**config.mk**
```make
export PLATFORM = sky130hd
export DESIGN_NAME = prom_rd_ctrl
export DESIGN_NICKNAME = d
export VERILOG_FILES = /design/src/rtl/prom_rd_pkg.sv /design/src/rtl/prom_dly_cnt.sv /design/src/rtl/prom_rd_fsm.sv /design/src/rtl/prom_rd_ctrl.sv
export SDC_FILE = /design/constraint.sdc
export NUM_CORES = 1
export LEC_CHECK = 0
export ABC_AREA = 1
export BUFFER_PORTS_ARGS = -buffer_cell sky130_fd_sc_hd__buf_4
export CAP_MARGIN = 20
export CORE_MARGIN = 2
export CORE_UTILIZATION = 40
export DETAILED_ROUTE_END_ITERATION = 6
export PLACE_DENSITY_LB_ADDON = 0.3
export SLEW_MARGIN = 25
export SYNTH_ARGS = -nofsm -noshare
export SYNTH_HDL_FRONTEND = slang
export SYNTH_SLANG_ARGS = --single-unit
```
**constraint.sdc**
```tcl
create_clock -name clk -period 1.59 [get_ports clk]
set_input_delay 0.0795 -clock clk [delete_from_list [all_inputs] [get_ports clk]]
set_output_delay 0.0795 -clock clk [all_outputs]
set_load 0.005 [all_outputs]
```
**src/rtl/prom_rd_pkg.sv**
```systemverilog
package prom_rd_pkg;

    // Convert a delay in picoseconds to whole clock cycles, rounding up.
    function automatic int unsigned cyc_ceil(input int unsigned dly_ps, input int unsigned clk_ps);
        return (dly_ps + clk_ps - 1) / clk_ps;
    endfunction

    typedef enum logic [1:0] {
        ST_IDLE   = 2'd0,
        ST_ACCESS = 2'd1,
        ST_FLOAT  = 2'd2
    } rd_state_e;

endpackage

```
**src/rtl/prom_dly_cnt.sv**
```systemverilog
// Saturating cycle counter: held at zero while clr is high, then counts up to LIMIT.
module prom_dly_cnt #(
    parameter int unsigned LIMIT = 4
) (
    input  logic clk,
    input  logic rst_n,
    input  logic clr,
    output logic done
);
    localparam int unsigned CW = $clog2(LIMIT + 2);
    localparam logic [CW-1:0] LIM = CW'(LIMIT);

    logic [CW-1:0] cnt_d, cnt_q;

    always_comb begin
        cnt_d = cnt_q;
        if (clr) begin
            cnt_d = '0;
        end else if (cnt_q < LIM) begin
            cnt_d = cnt_q + 1'b1;
        end
    end

    always_ff @(posedge clk or negedge rst_n) begin
        if (!rst_n) begin
            cnt_q <= '0;
        end else begin
            cnt_q <= cnt_d;
        end
    end

    assign done = (cnt_q >= LIM);
endmodule

```
**src/rtl/prom_rd_fsm.sv**
```systemverilog
// Sequencer: accepts a request, drives the controls, captures the byte, guards the float time.
module prom_rd_fsm
    import prom_rd_pkg::*;
#(
    parameter int unsigned AW           = 20,
    parameter int unsigned DW           = 8,
    parameter bit          OE_AT_SELECT = 1'b0
) (
    input  logic          clk,
    input  logic          rst_n,
    input  logic          req_valid,
    input  logic [AW-1:0] req_addr,
    output logic          req_ready,
    input  logic          lead_done,
    input  logic          acc_done,
    input  logic          flt_done,
    input  logic [DW-1:0] mem_dq,
    output logic          load,
    output logic [AW-1:0] mem_addr,
    output logic          mem_ce_n,
    output logic          mem_oe_n,
    output logic          rsp_valid,
    output logic [DW-1:0] rsp_data
);
    typedef struct packed {
        rd_state_e     st;
        logic [AW-1:0] addr;
        logic          ce_n;
        logic          oe_n;
        logic          vld;
        logic [DW-1:0] data;
    } seq_t;

    seq_t seq_d, seq_q;

    always_comb begin
        seq_d     = seq_q;
        seq_d.vld = 1'b0;
        load      = 1'b0;
        unique case (seq_q.st)
            ST_IDLE: begin
                if (req_valid) begin
                    load       = 1'b1;
                    seq_d.st   = ST_ACCESS;
                    seq_d.addr = req_addr;
                    seq_d.ce_n = 1'b0;
                    seq_d.oe_n = !OE_AT_SELECT;
                end
            end
            ST_ACCESS: begin
                if (lead_done) begin
                    seq_d.oe_n = 1'b0;
                end
                if (acc_done) begin
                    seq_d.data = mem_dq;
                    seq_d.vld  = 1'b1;
                    seq_d.ce_n = 1'b1;
                    seq_d.oe_n = 1'b1;
                    seq_d.st   = ST_FLOAT;
                end
            end
            ST_FLOAT: begin
                if (flt_done) begin
                    seq_d.st = ST_IDLE;
                end
            end
            default: begin
                seq_d.st = ST_IDLE;
            end
        endcase
    end

    always_ff @(posedge clk or negedge rst_n) begin
        if (!rst_n) begin
            seq_q.st   <= ST_IDLE;
            seq_q.addr <= '0;
            seq_q.ce_n <= 1'b1;
            seq_q.oe_n <= 1'b1;
            seq_q.vld  <= 1'b0;
            seq_q.data <= '0;
        end else begin
            seq_q <= seq_d;
        end
    end

    assign req_ready = (seq_q.st == ST_IDLE);
    assign mem_addr  = seq_q.addr;
    assign mem_ce_n  = seq_q.ce_n;
    assign mem_oe_n  = seq_q.oe_n;
    assign rsp_valid = seq_q.vld;
    assign rsp_data  = seq_q.data;
endmodule

```
**src/rtl/prom_rd_ctrl.sv**
```systemverilog
// Top: cycle-counted read controller for an asynchronous byte ROM.
module prom_rd_ctrl
    import prom_rd_pkg::*;
#(
    parameter int unsigned ADDR_W    = 20,
    parameter int unsigned DATA_W    = 8,
    parameter int unsigned CLK_PS    = 4000,
    parameter int unsigned T_ACC_PS  = 45000,
    parameter int unsigned T_OE_PS   = 25000,
    parameter int unsigned T_FLT_PS  = 25000
) (
    input  logic              clk,
    input  logic              rst_n,
    input  logic              req_valid,
    input  logic [ADDR_W-1:0] req_addr,
    output logic              req_ready,
    output logic              rsp_valid,
    output logic [DATA_W-1:0] rsp_data,
    output logic [ADDR_W-1:0] mem_addr,
    output logic              mem_ce_n,
    output logic              mem_oe_n,
    input  logic [DATA_W-1:0] mem_dq
);
    localparam int unsigned ACC_CYC  = cyc_ceil(T_ACC_PS, CLK_PS);
    localparam int unsigned OE_CYC   = cyc_ceil(T_OE_PS, CLK_PS);
    localparam int unsigned FLT_CYC  = cyc_ceil(T_FLT_PS, CLK_PS);
    localparam int unsigned OE_LEAD  = (ACC_CYC > OE_CYC) ? ACC_CYC - OE_CYC : 0;
    localparam int unsigned LEAD_LIM = (OE_LEAD > 0) ? OE_LEAD - 1 : 0;

    logic load;
    logic lead_done, addr_done, sel_done, oe_done, flt_done;

    // Enable lead: counted from the accept so the enable edge lands exactly OE_LEAD cycles later.
    prom_dly_cnt #(.LIMIT(LEAD_LIM)) lead_cnt_i (
        .clk(clk), .rst_n(rst_n), .clr(load), .done(lead_done));

    // Address-stable window, restarted whenever a new address is loaded.
    prom_dly_cnt #(.LIMIT(ACC_CYC)) addr_cnt_i (
        .clk(clk), .rst_n(rst_n), .clr(load), .done(addr_done));

    // Select-low window.
    prom_dly_cnt #(.LIMIT(ACC_CYC)) sel_cnt_i (
        .clk(clk), .rst_n(rst_n), .clr(mem_ce_n), .done(sel_done));

    // Output-enable-low window.
    prom_dly_cnt #(.LIMIT(OE_CYC)) oe_cnt_i (
        .clk(clk), .rst_n(rst_n), .clr(mem_oe_n), .done(oe_done));

    // Float guard: runs only while both controls are released.
    prom_dly_cnt #(.LIMIT(FLT_CYC)) flt_cnt_i (
        .clk(clk), .rst_n(rst_n), .clr(!(mem_ce_n && mem_oe_n)), .done(flt_done));

    prom_rd_fsm #(
        .AW(ADDR_W),
        .DW(DATA_W),
        .OE_AT_SELECT(OE_LEAD == 0)
    ) fsm_i (
        .clk(clk),
        .rst_n(rst_n),
        .req_valid(req_valid),
        .req_addr(req_addr),
        .req_ready(req_ready),
        .lead_done(lead_done),
        .acc_done(addr_done && sel_done && oe_done),
        .flt_done(flt_done),
        .mem_dq(mem_dq),
        .load(load),
        .mem_addr(mem_addr),
        .mem_ce_n(mem_ce_n),
        .mem_oe_n(mem_oe_n),
        .rsp_valid(rsp_valid),
        .rsp_data(rsp_data)
    );
endmodule

```
Word level (Yosys, flattened, before mapping)
Cells that the tools add are included.
Cells by class
  add/subtract/negate cells: 5
  order comparisons: 10
  equal/unequal tests: 7
  mux-type cells: 20
  reduce and logical (&&, ||, !) cells: 14
Operators with widths (number)
  $mux 4: 8
  $mux 24: 1
  $add 4x1->4 const B: 4
  $mux 11: 1
  $reduce_bool 2->1: 5
  $mux 9: 1
  $reduce_and 3->1: 3
  $ge 4x3->1 const B: 2
  $ge 4x4->1 const B: 2
  $lt 4x3->1 const B: 2
  $lt 4x4->1 const B: 2
  $mux 3: 2
  $pmux 2 s3: 1
  $mux 2: 2
  $ne 2x1->1 const B: 2
  $ne 2x2->1 const B: 2
  $pmux 2 s2: 1
  $reduce_and 2->1: 2
  $add 3x1->3 const B: 1
  $ge 3x3->1 const B: 1
  $logic_and 1x1->1: 3
  $lt 3x3->1 const B: 1
  $mux 1: 3
  $ne 3x1->1 const B: 1
  other kinds (3): 3
Storage, ports and cells
  register bits: 52
  input port bits: 31
  output and inout port bits: 32

Logic depth before layout (Yosys ltp)
  word-level depth: 5
  gate-level depth with buffers: 8
  mapped depth without buffers: 8

By module
A second synthesis with hierarchy kept.
Unflattened totals
  cells, all modules: 285
  area total of the unflattened synthesis: 2463.6 um^2
Modules (own cells, without submodules)
  prom_rd_fsm: instances 1, cells an instance 173, area each 1508.9 um^2, sequential area each 828.3 um^2
  prom_dly_cnt (addr_cnt_i ...): instances 2, cells an instance 23, area each 198.9 um^2, sequential area each 100.1 um^2
  prom_dly_cnt (flt_cnt_i ...): instances 2, cells an instance 22, area each 192.7 um^2, sequential area each 100.1 um^2
  prom_dly_cnt (lead_cnt_i): instances 1, cells an instance 18, area each 153.9 um^2, sequential area each 75.1 um^2
  prom_rd_ctrl: instances 1, cells an instance 4, area each 17.5 um^2, sequential area each 0.0 um^2

Worst setup path after synthesis
No wires, ideal clock.
  path kind: register to register
  start: register oe_cnt_i.cnt_q[0]
  end: register fsm_i.seq_q, in the netlist fsm_i.rsp_data[0]
  library setup time: 0.116 ns
  arrival time: 1.098 ns
  slack: 0.375 ns
  stages on the path, launching flop included: 8
  path through: dfrtp_1 ha_1 nand2_1 nand2_1 nand3_2 clkinv_2 nand2_1 nand2_1
Between the ends
  word-level cells in the longest chain between the ends: 3
Ends and longest elaborated chain
  start: declaration: RTL line prom_dly_cnt.sv:13  | logic [CW-1:0] cnt_d, cnt_q;
  start signal: assignment: RTL line prom_dly_cnt.sv:28  | cnt_q <= cnt_d;
  $ge 4x3->1: RTL line prom_dly_cnt.sv:32  | assign done = (cnt_q >= LIM);
  $logic_and 1x1->1: RTL line prom_rd_ctrl.sv:64  | .acc_done(addr_done && sel_done && oe_done),
  $reduce_and 2->1 (no line)
  end signal: assignment: RTL line prom_rd_fsm.sv:82  | seq_q <= seq_d;
  end: declaration: RTL line prom_rd_fsm.sv:34  | seq_t seq_d, seq_q;
Every way passes these cells.
A chain may end at the register's enable or synchronous reset.

Worst setup path after layout
  start: register oe_cnt_i.cnt_q[0]
  end: register fsm_i.seq_q, in the netlist fsm_i.rsp_data[2]
The elaborated chain is that of the path after synthesis.

==> out/metrics.cfg <==
[synthesis]
synth.yosys.warnings = 0
syn_nets = 297
synth-adder-area-share_pct = 2.64
ys_seq_area_share_pct = 55.1
synth_compound_area_share_pct = 4.60
syn_area_um2 = 2370
ys_types = 24
synthMuxAreaShare_pct = 0
synth_top_family_by_area = simple AND/OR/NAND/NOR gates
syn_inst = 261
postSynthAreaPerCell_um2 = 9.07
yosys.area_share.xor_xnor_pct = 1.11
synth-seq-cells = 52
synthSimpleGateAreaFrac_pct = 22.7

[drt]
drc = 0
totalWireLength_um = 4790
num_vias = 1806
vias_per_cell = 4.44
drt.antenna.violating_nets = 0
drtIter0Drc = 113
first_pass_iters = 4
routedWlPerCell_um = 11.8

[sta]
setup_viol_count_final = 0
max_slew_margin_pct = 57.2
fin_skew_ps = 5.58
layout_min_cycle_time_ps = 1450
hold_violations = 0
timing.fmax_ghz = 0.687
tightestPinTransition_ps = 642
fin_tns_setup_ps = 0
slew_violations = 0
post-route-period-util_pct = 91.5
rsz0062_at_grt = false

[floorplanning]
die_w_um = 80.9
start_util_pct = 40.7
row_count = 28
core_area_um2 = 5820
die_h_um = 80.9
ios = 63
fp.dieArea_um2 = 6550

[critical_path]
critical-path-top-delay-family = simple AND/OR/NAND/NOR gates
crit_fanout = 9
path_common_cell = nand2_1
slowest_delay_ps = 430
cpMaxStageDelayCell = dfrtp_1
regToRegStartpoint = oe_cnt_i.cnt_q[0]$_DFFE_PN0P_
crit_buf_inv = 1
path_cells = ha_1 -> nand2_1 -> nand2_1 -> nand3_4 -> clkinv_2 -> nand2_1 -> nand2_1
crit_arrival_ps = 1650
reg2reg_depth = 7
rrSetupSlack_ps = 140
crit_required_ps = 1790
startpoint_type = flip-flop
critical_path_class = reg -> reg
regToRegEndpoint = fsm_i.rsp_data[2]$_DFFE_PN0P_
critPathCaptureType = flip-flop

[global_routing]
grt_antenna_before_repair = 0
grt_overflow = 0
grt_pass1_wl_um = 7710
grt_max_degree = 53
grt_pass1_vias = 1758
grt_usage_pct = 15.2

[final_layout]
drive_gt1_share_pct = 25.9
area_growth_pct = 31.4
fin_util_pct = 53.5
fin_nets = 367
final_common_cell = nand2_1
n_antenna_cell = 0
final_cell_mix = nand2_1, buf_4, dfrtp_1, dlygate4sd3_1, inv_1

[worst_hold_path]
hold_depth = 5
worst_hold_path_type = in -> reg
hold_start = req_valid
holdPathEnd = fsm_i.mem_oe_n$_DFFE_PN1P_

[clocking]
path_clk_slew_ps = 90
cts_buffers = 5
clock_latency_ps = 300
clock_path_buffers = 2
clock-sinks = 52
cts_tree = yes
cts_root_buf = clkbuf_8
htree_levels = 2

[pwr]
p_leak_nw = 1.68
powerDensity_nw_per_um2 = 753
peakVddDrop_mv = 0.387

[place]
dp_hpwl_um = 3110
portBuffers = 62
routabilityCongestion = 0.851

[run_status]
status = finished, final reports clean

[flow_run]
cap_violations = 0

-- worst min-delay path, delay by kind of cell --
kind	cells	cell delay [ps]
buf+inv	2	170
simple gates	2	120
compound gates	1	80
-- cell families after synthesis --
kind of cell	count (synthesis)
adders and majority gates	5
buffers and inverters	50
xor gates and xnor gates	3
AOI/OAI and AO/OA	21
DFF	52
and+or+nand+nor	130
-- per-stage QoR --
| stage | hold slack, ps | area, µm² | total power [mW] | std cells | worst slack (ps) |
|---|---|---|---|---|---|
| final | 141 | 3110 | 2.34 | 407 | 135 |
| after global routing | 204 | 3110 | 2.42 | 407 | 13.8 |
| after CTS | 139 | 3070 | 2.37 | 403 | 39.0 |
| after detailed placement | 155 | 2670 | 1.43 | 366 | 57.4 |
| after global placement | 154 | 2670 | 1.43 | 366 | 157 |
| after floorplan | -216 | 2370 | 1.35 | 261 | 375 |
-- Yosys cell counts, drive strengths merged --
cell type | instances | area share [%]
a21oi | 12 | 2.5
a31oi | 1 | 0.26
buf | 33 | 11
clkinv | 1 | 0.21
dfrtp | 50 | 53
dfstp | 2 | 2.2
ha | 5 | 2.6
inv | 16 | 2.6
nand2 | 109 | 18
nand3 | 7 | 1.7
nor2 | 13 | 2.8
nor3 | 1 | 0.21
o21ai | 7 | 1.5
o21bai | 1 | 0.32
xnor2 | 1 | 0.37
xor2 | 2 | 0.74
-- timing repair --
action	4_1_cts	5_1_grt
hold endpoints to repair	78	0
resized for setup	0	1
hold buffers	29	0
buffers inserted	0	4
setup endpoints to repair	0	8
-- power breakdown --
part | switching (mW) | internal, mW
registers | 0 | 1.32
logic | 0.0469 | 0.0922
clock network | 0.414 | 0.467
-- flip-flops by register name, indices dropped and copies added (netlist names) --
name,cells
addr_cnt_i.cnt_q,4
flt_cnt_i.cnt_q,4
fsm_i.mem_addr,20
fsm_i.mem_ce_n,1
fsm_i.mem_oe_n,1
fsm_i.rsp_data,8
fsm_i.rsp_valid,1
fsm_i.seq_q,2
lead_cnt_i.cnt_q,3
oe_cnt_i.cnt_q,4
sel_cnt_i.cnt_q,4
-- metal layers --
| layer | track usage (%) | routed length (µm) | up-vias | part of all wire [%] |
|---|---|---|---|---|
| met1 | 18.2 | 2040 | 832 | 43 |
| met4 | 7.29 | 91 | 0 | 1.9 |
| met3 | 3.33 | 278 | 9 | 5.8 |
| met5 | 0 | 0 | - | 0 |
| met2 | 25.9 | 2380 | 50 | 50 |
| li1 | - | - | 915 | - |
-- worst max-delay path by stage --
stage | end | slack [ps] | startpoint | depth (start not counted)
after floorplan | fsm_i.rsp_data[0]$_DFFE_PN0P_ | 380 | oe_cnt_i.cnt_q[0]$_DFFE_PN0P_ | 7
after global placement | fsm_i.rsp_data[7]$_DFFE_PN0P_ | 160 | oe_cnt_i.cnt_q[0]$_DFFE_PN0P_ | 7
after detailed placement | fsm_i.rsp_data[5]$_DFFE_PN0P_ | 60 | oe_cnt_i.cnt_q[0]$_DFFE_PN0P_ | 7
after CTS | fsm_i.rsp_data[2]$_DFFE_PN0P_ | 40 | oe_cnt_i.cnt_q[0]$_DFFE_PN0P_ | 7
after global routing | fsm_i.rsp_data[2]$_DFFE_PN0P_ | 10 | oe_cnt_i.cnt_q[0]$_DFFE_PN0P_ | 7
final | fsm_i.rsp_data[2]$_DFFE_PN0P_ | 140 | oe_cnt_i.cnt_q[0]$_DFFE_PN0P_ | 7
-- layout make-up --
cell class,instances,area (µm²)
fill,563,2710
sequential,52,1300
timing repair buffer,96,793
multi-input combinational,159,743
tap,75,93.8
clock buffer,6,72.6
inverter,17,67.6
clock inverter,2,35.0
Note: power is estimated with default switching activity, not from simulation.
